## src/rtl/agu_pkg.sv

```systemverilog
package agu_pkg;

  typedef enum logic [1:0] {
    AM_LIN = 2'd0,
    AM_MOD = 2'd1,
    AM_BRV = 2'd2,
    AM_RSV = 2'd3
  } agu_mode_e;

  // smallest w with 2**w >= k (0 for k <= 1)
  function automatic logic [5:0] fld_w(input logic [31:0] k);
    logic [5:0] w;
    w = '0;
    for (int i = 0; i < 32; i++) begin
      if ((33'd1 << i) < {1'b0, k}) w = 6'(i + 1);
    end
    return w;
  endfunction

  function automatic logic [1:0] size_sh(input logic [1:0] s);
    return (s == 2'd3) ? 2'd2 : s;
  endfunction

endpackage

```

## src/rtl/agu_scale.sv

```systemverilog
module agu_scale #(
  parameter int AW = 32,
  parameter int SW = 16
) (
  input  logic [SW-1:0] step_i,
  input  logic [1:0]    sh_i,
  output logic [AW-1:0] sstep_o
);
  logic [AW-1:0] ext;

  always_comb begin
    ext     = {{(AW-SW){step_i[SW-1]}}, step_i};
    sstep_o = ext << sh_i;
  end
endmodule

```

## src/rtl/agu_modulo.sv

```systemverilog
module agu_modulo #(
  parameter int AW = 32,
  parameter int LW = 16
) (
  input  logic [AW-1:0] base_i,
  input  logic [AW-1:0] sstep_i,
  input  logic [LW-1:0] len_i,
  output logic [AW-1:0] nxt_o,
  output logic [AW-1:0] mask_o
);
  import agu_pkg::*;

  logic [5:0]           w;
  logic signed [AW+1:0] off, st, k, sum;

  always_comb begin
    w      = fld_w(32'(len_i));
    mask_o = ~({AW{1'b1}} << w);
    off    = {2'b00, base_i & mask_o};
    st     = {{2{sstep_i[AW-1]}}, sstep_i};
    k      = (AW+2)'(len_i);
    sum    = off + st;
    if (sum < 0)       sum = sum + k;
    else if (sum >= k) sum = sum - k;
    nxt_o  = (base_i & ~mask_o) | (sum[AW-1:0] & mask_o);
  end
endmodule

```

## src/rtl/agu_bitrev.sv

```systemverilog
module agu_bitrev #(
  parameter int AW = 32,
  parameter int LW = 16
) (
  input  logic [AW-1:0] base_i,
  input  logic [LW-1:0] step_i,
  input  logic [1:0]    sh_i,
  input  logic [LW-1:0] len_i,
  output logic [AW-1:0] nxt_o,
  output logic [AW-1:0] fmask_o
);
  import agu_pkg::*;

  logic [5:0]    w;
  logic [LW-1:0] idx, res;
  logic          c;
  logic [AW-1:0] wm;

  always_comb begin
    w   = fld_w(32'(len_i));
    idx = LW'(base_i >> sh_i);
    res = idx;
    c   = 1'b0;
    // carry runs from the top bit of the field toward bit 0
    for (int i = LW - 1; i >= 0; i--) begin
      if (i < int'(w)) begin
        res[i] = idx[i] ^ step_i[i] ^ c;
        c      = (idx[i] & step_i[i]) | (c & (idx[i] ^ step_i[i]));
      end
    end
    wm      = ~({AW{1'b1}} << w);
    fmask_o = wm << sh_i;
    nxt_o   = (base_i & ~fmask_o) | ((AW'(res) << sh_i) & fmask_o);
  end
endmodule

```

## src/rtl/dsp_agu.sv

```systemverilog
module dsp_agu #(
  parameter int AW = 32,
  parameter int SW = 16,
  parameter int LW = 16
) (
  input  logic          clk,
  input  logic          rst,
  input  logic          upd_i,
  input  logic [1:0]    mode_i,
  input  logic [1:0]    size_i,
  input  logic [AW-1:0] base_i,
  input  logic [SW-1:0] step_i,
  input  logic [LW-1:0] len_i,
  output logic [AW-1:0] ea_o,
  output logic [AW-1:0] ptr_o
);
  import agu_pkg::*;

  agu_mode_e     mode;
  logic [1:0]    sh;
  logic [AW-1:0] sstep, mod_nxt, mod_mask, brv_nxt, brv_fmask, nxt;
  logic [AW-1:0] sabs;
  logic          mod_ok;

  assign mode = agu_mode_e'(mode_i);
  assign sh   = size_sh(size_i);

  agu_scale #(.AW(AW), .SW(SW)) u_scale (
    .step_i (step_i),
    .sh_i   (sh),
    .sstep_o(sstep)
  );

  agu_modulo #(.AW(AW), .LW(LW)) u_mod (
    .base_i (base_i),
    .sstep_i(sstep),
    .len_i  (len_i),
    .nxt_o  (mod_nxt),
    .mask_o (mod_mask)
  );

  agu_bitrev #(.AW(AW), .LW(LW)) u_brv (
    .base_i (base_i),
    .step_i (LW'(step_i)),
    .sh_i   (sh),
    .len_i  (len_i),
    .nxt_o  (brv_nxt),
    .fmask_o(brv_fmask)
  );

  always_comb begin
    nxt = base_i;
    if (upd_i) begin
      unique case (mode)
        AM_LIN:  nxt = base_i + sstep;
        AM_MOD:  nxt = mod_nxt;
        AM_BRV:  nxt = brv_nxt;
        default: nxt = base_i;
      endcase
    end
  end

  always_ff @(posedge clk) begin
    if (rst) begin
      ea_o  <= '0;
      ptr_o <= '0;
    end else begin
      ea_o  <= base_i;
      ptr_o <= nxt;
    end
  end

  // legality of a circular update: nonempty ring, offset inside, |step| <= len
  always_comb begin
    sabs   = sstep[AW-1] ? (~sstep + 1'b1) : sstep;
    mod_ok = (len_i != '0) && ((base_i & mod_mask) < AW'(len_i)) && (sabs <= AW'(len_i));
  end

  p_rst_zero_r10: assert property (@(posedge clk)
    $past(rst) |-> (ea_o == '0 && ptr_o == '0));

  p_ea_prev_r1: assert property (@(posedge clk) disable iff (rst)
    !$past(rst) |-> ea_o == $past(base_i));

  p_hold_r2: assert property (@(posedge clk) disable iff (rst)
    (!$past(rst) && !$past(upd_i)) |-> ptr_o == $past(base_i));

  p_rsv_hold_r9: assert property (@(posedge clk) disable iff (rst)
    (!$past(rst) && $past(mode_i) == 2'd3) |-> ptr_o == $past(base_i));

  p_mod_inring_r5: assert property (@(posedge clk) disable iff (rst)
    (mode_i == 2'd1 && upd_i && mod_ok) |=> (ptr_o & $past(mod_mask)) < AW'($past(len_i)));

  p_mod_keep_r7: assert property (@(posedge clk) disable iff (rst)
    (mode_i == 2'd1 && upd_i) |=> ((ptr_o ^ $past(base_i)) & ~$past(mod_mask)) == '0);

  p_brv_keep_r8: assert property (@(posedge clk) disable iff (rst)
    (mode_i == 2'd2 && upd_i) |=> ((ptr_o ^ $past(base_i)) & ~$past(brv_fmask)) == '0);

endmodule

```

## config.mk

```make
export PLATFORM = sky130hd
export DESIGN_NAME = dsp_agu
export DESIGN_NICKNAME = d
export VERILOG_FILES = /design/src/rtl/agu_pkg.sv /design/src/rtl/agu_scale.sv /design/src/rtl/agu_modulo.sv /design/src/rtl/agu_bitrev.sv /design/src/rtl/dsp_agu.sv
export SDC_FILE = /design/constraint.sdc
export NUM_CORES = 1
export LEC_CHECK = 0
export ABC_AREA = 1
export BUFFER_PORTS_ARGS = -buffer_cell sky130_fd_sc_hd__buf_2
export CAP_MARGIN = 25
export CORE_AREA = 2 2 165 167
export CTS_CLUSTER_DIAMETER = 100
export DETAILED_ROUTE_END_ITERATION = 12
export DIE_AREA = 0 0 167 169
export PLACE_DENSITY = 0.69
export SLEW_MARGIN = 0
export SYNTH_ARGS = -nofsm -noshare
export SYNTH_HDL_FRONTEND = slang
export SYNTH_HIERARCHICAL = 1
export SYNTH_SLANG_ARGS = --single-unit
```

## constraint.sdc

```tcl
create_clock -name clk -period 9.85 [get_ports clk]
set_input_delay 0.4925 -clock clk [delete_from_list [all_inputs] [get_ports clk]]
set_output_delay 0.4925 -clock clk [all_outputs]
set_load 0.005 [all_outputs]
```

; ---- Yosys cells after proc, flatten, opt, wreduce, memory -nomap -nowiden
; Index checks and enable logic that the tools add are counted.
[totals]
reg_bits = 64
latch_bits = 0
ramBits = 0
rom_bits = 0
in_bits = 71
output_inout_bits = 64
elab_cells = 185
n_memories = 0
[classes]
n_addsub = 4
mul = 0
div = 0
magnitude_cmp = 34
n_eq_ne = 3
shift = 5
n_mux = 52
n_bitwise = 84
n_reduce_logical = 1
[op_table]
columns = cell, n
row1 = $and A32 B32 Y32, 5
row2 = $mux W32, 3
row3 = $not A32 Y32, 3
row4 = $pmux W32 S3, 1
row5 = $mux W6, 15
row6 = $or A32 B32 Y32, 2
row7 = $shl A32 B2 Y32, 2
row8 = $lt A4 B6 Y1 const A, 8
row9 = $add A33 B32 Y34, 1
row10 = $ge A34 B17 Y1, 1
row11 = $lt A34 B1 Y1 const B, 1
row12 = $add A32 B17 Y32, 1
row13 = $add A32 B32 Y32, 1
row14 = $mux W1, 32
row15 = $shl A16 B2 Y32, 1
row16 = $shl A32 B6 Y32 const A, 1
row17 = $shr A32 B2 Y16, 1
row18 = $sub A32 B17 Y32, 1
row19 = $xor A1 B1 Y1, 31
row20 = $and A1 B1 Y1, 29
row21 = $lt A3 B6 Y1 const A, 4
row22 = $lt A1 B16 Y1 const A, 1
row23 = $lt A10 B16 Y1 const A, 1
row24 = $lt A11 B16 Y1 const A, 1
row25 = 20 further kinds, 36

; ---- Depth between registers and ports, before layout
[logic_depth]
ltp_word = 68
depth_mapped = 59
ltp_nobuf = 58

; ---- Cells and area by module
; The synthesis kept the hierarchy.
[modules_own_cells]
columns = module, instances, cells_each, area_per_inst_um2, seq_area_each_um2
row1 = agu_modulo, 1, 966, 4982.3, 0.0
row2 = dsp_agu, 1, 803, 4952.2, 1281.2
row3 = agu_bitrev, 1, 470, 2541.2, 0.0
row4 = agu_scale, 1, 118, 609.3, 0.0

; ---- Least setup slack after synthesis
; No wires, ideal clock.
[synth_path]
kind = input to register
startpoint = in size_i[0]
endpoint = reg ptr_o[2]
setup_ns = 0.128
arrival_time_ns = 8.422
t_required_ns = 9.722
setup_slack_ns = 1.300
cell_stages = 57
path_buffers = 1
cell_sequence = inv_1 -> nor2_1 -> inv_1 -> buf_2 -> nand2_1 -> nand2_1 -> nand2_1 -> a21boi_0 -> inv_1 -> ha_1 -> inv_1 -> nor2_1 -> fa_1 -> inv_1 -> nor2_1 -> fa_1 -> inv_1 -> nor2_1 -> [21 not listed] -> nor2_1 -> fa_1 -> nand2_1 -> inv_1 -> fa_1 -> inv_1 -> nor2_1 -> fa_1 -> a21boi_0 -> fa_1 -> inv_1 -> nand2_1 -> nand3_1 -> nand2_1 -> o21ai_1 -> a21oi_1 -> a221oi_1 -> a21oi_1
[synth_via]
elab_chain_cells = 54
word_cells_on_any_way = 127
cone_classes = 4 x add/sub / 2 x order compare / 1 x eq/ne / 4 x shift / 36 x mux / 80 x bitwise
[synth_lines]
columns = element, line
row1 = from (decl), dsp_agu.sv:10  ; input logic [1:0] size_i,
row2 = $eq A2 B2 Y1, agu_pkg.sv:21  ; return (s == 2'd3) ? 2'd2 : s;
row3 = $mux W2 (*), agu_pkg.sv:21
row4 = net sh[0], dsp_agu.sv:20  ; logic [1:0] sh;
row5 = $shr A32 B2 Y16, agu_bitrev.sv:21  ; idx = LW'(base_i >> sh_i);
row6 = $and A1 B1 Y1, agu_bitrev.sv:28  ; c = (idx[i] & step_i[i]) | (c & (idx[i] ^ step_i[i]));
row7 = $mux W1, agu_bitrev.sv:26  ; if (i < int'(w)) begin
row8 = $and A1 B1 Y1, agu_bitrev.sv:28
row9 = $or A1 B1 Y1, agu_bitrev.sv:28
row10 = [40 not listed], --
row11 = $xor A1 B1 Y1, agu_bitrev.sv:27  ; res[i] = idx[i] ^ step_i[i] ^ c;
row12 = $mux W1, agu_bitrev.sv:26
row13 = $shl A16 B2 Y32, agu_bitrev.sv:33  ; nxt_o = (base_i & ~fmask_o) | ((AW'(res) << sh_i) & fmask_o);
row14 = $and A32 B32 Y32, agu_bitrev.sv:33
row15 = $or A32 B32 Y32 (*), agu_bitrev.sv:33
row16 = net brv_nxt[2], dsp_agu.sv:21  ; logic [AW-1:0] sstep, mod_nxt, mod_mask, brv_nxt, brv_fmask, nxt;
row17 = $pmux W32 S3 (*), dsp_agu.sv:54  ; unique case (mode)
row18 = $mux W32 (*), dsp_agu.sv:53  ; if (upd_i) begin
row19 = to (signal assigned), dsp_agu.sv:69  ; ptr_o <= nxt;
row20 = to (decl), dsp_agu.sv:15  ; output logic [AW-1:0] ptr_o
; Mark *: on every way through the listed nets, which the timed path passes. The rest lies on a longest branch.
; A chain may end at the register's enable or synchronous reset.

; ---- Worst setup path in the final report
; Same ends and word-level chain as after synthesis.

==> flow_summary_export.csv <==
group,metric,value,unit
run_status,status,"finished, final reports clean",
worst_setup_path,worstPathRequired,10.03,ns
finish,syn2layout_area_growth,8.35,%
finish,stdcell_count,2697,
finish,layout.nets,2534,
sta,hold_ws,0.420,ns
global_route,grt_pass1_vias,13600,
clock_tree,tritoncts,"built",
floorplan,die_area,28200,sq um
clock_tree,ctsLongestPathBuffers,2,
pwr,design_power_total,1.73,mW
sta,hold_viol_final,0,
route,drc,0,
finish,utilization,51.7,%
pwr,p_leak,7.91,nW
sta,worst-slew-pin-transition,1.02,ns
worst_setup_path,cp_max_fo,9,
placed_design,port_buffers,134,
synthesis,synthCells,2281,
synthesis,syn_area_per_cell,5.54,sq um
clock_tree,cts-buffers-inserted,9,
placed_design,gp_congestion,0.982,
floorplan,die_y,169,um
route,vias,14600,
synthesis,netlist_area,12600,sq um
finish,n_fill_cell,2869,
route,first_iter_violations,1402,
sta,rsz0062_at_grt,"no",
synthesis,yosys_warnings,6,
floorplan,initial_core_util,47.7,%
global_route,grt_max_degree,55,
floorplan,ioPinCount,135,
finish,antenna_cells,0,
floorplan,rows,60,
job,maxCapViolations,0,
worst_setup_path,critPathCaptureType,"flip-flop",
sta,finalSetupTns,0,ns
global_route,antenna_found_initial,1,
clock_tree,cts_root_buf,"clkbuf_16",
global_route,overflow,0,
route,avgViaCountPerCell,5.40,
floorplan,coreArea,26500,sq um
sta,maxSlewHeadroom,31.7,%
sta,timing.fmax,113,MHz
route,post_drt_wl_per_cell,16.6,um
pwr,p_per_area,127,nW/um^2
worst_setup_path,path_class,"in2reg",
route,dr.pass1.iters,6,
sta,final-setup-viol-count,0,
route,drt-total-wl,44800,um
floorplan,die_x,167,um
placed_design,dp.cells,2681,
clock_tree,clk_pin_slew_worst_paths,0.06,ns
clock_tree,clkSinkCount,64,
placed_design,dp_hpwl,37000,um
sta,drv_slew,0,
sta,finalCritPeriodShare,89.8,%
worst_setup_path,cp-start-kind,"input pin",
clock_tree,hold_buffers,0,
worst_setup_path,max_stage_delay,0.45,ns
finish,drive_gt1_share,13.5,%
sta,fin_crit,8.85,ns
worst_setup_path,path_common_cell,"inv_1",
hold_path,min_path_type,"in2reg",
clock_tree,cts_resized,0,
clock_tree,htreeDepth,3,
worst_setup_path,arrival,9.02,ns
worst_setup_path,cp_slowest_cell,"fa_1",
clock_tree,cts_setup_buffers,0,
route,detail-route-antenna-nets,0,
pwr,ir_drop,119,uV
global_route,grt_pass1_wl,70200,um
global_route,track_usage,31.0,%
-- where the power goes --
group | leakage [nW] | total, mW | switching (mW) | internal, mW
combinational | 7.23 | 1.13 | 0.762 | 0.368
sequential | 0.534 | 0.283 | 0.00475 | 0.278
clock | 0.145 | 0.323 | 0.119 | 0.203
-- final cells by class --
type / instances / area [sq um] / share of cell area (%)
clock inverter: 6 / 67.6 / 0.493
inverter: 435 / 1640 / 12.0
clock buffer: 10 / 239 / 1.74
timing repair buffer: 147 / 785 / 5.73
tap: 341 / 427 / 3.12
sequential: 64 / 1280 / 9.36
multi-input combinational: 1694 / 9260 / 67.6
-- state kept, by name (all words and copies together) (netlist names) --
register / cells
ea_o: 32
ptr_o: 32
-- final timing paths --
kind | startpoint | end | slack, ns | cells past startpoint
setup / recovery | size_i[0] | ptr_o[2]$_SDFF_PP0_ | 1.00 | 55
hold / removal | base_i[19] | ea_o[19]$_SDFF_PP0_ | 0.42 | 3
-- worst max-delay path, delay by kind of cell --
kind	cells	cell delay (ns)
fa+ha+maj	15	5.16
compound gates	7	1.20
buf+inv	16	1.16
simple gates	17	1.00
-- through the flow --
| step | instance area (sq um) | setup WS (ns) |
|---|---|---|
| 6_report | 13700 | 1.00 |
| 5_1_grt | 13700 | 0.480 |
| 4_1_cts | 13700 | 1.09 |
| 3_5_place_dp | 13400 | 0.767 |
| 3_3_place_gp | 13400 | 0.855 |
| 2_1_floorplan | 12700 | 1.31 |
-- per-layer routing --
| metal | vias to the layer above | share of wire, % | GRT usage, % |
|---|---|---|---|
| met1 | 6517 | 43 | 41.2 |
| met2 | 666 | 44 | 51.4 |
| met4 | 2 | 3.3 | 10.7 |
| li1 | 7275 | - | - |
| met5 | - | 0.029 | 0 |
| met3 | 99 | 9.2 | 4.49 |
-- placed cells by master (no fill, tap or decap), types with 10 or more instances in the layout --
cell      count
nand2_1     629
inv_1       418
nor2_1      233
nand3_1     178
buf_2       134
a21oi_1     122
ha_1         94
o21ai_0      79
dfxtp_1      64
nand2_2      46
xor2_1       32
a31oi_1      29
nand3_2      23
a221oi_1     20
a21oi_2      19
fa_1         18
nor3_1       17
nor2_2       16
conb_1       15
nand4_1      14
inv_2        13
nand3b_1     13
buf_4        11
o211ai_1     11
or2_2        10
Note: power is estimated with default switching activity, not from simulation.
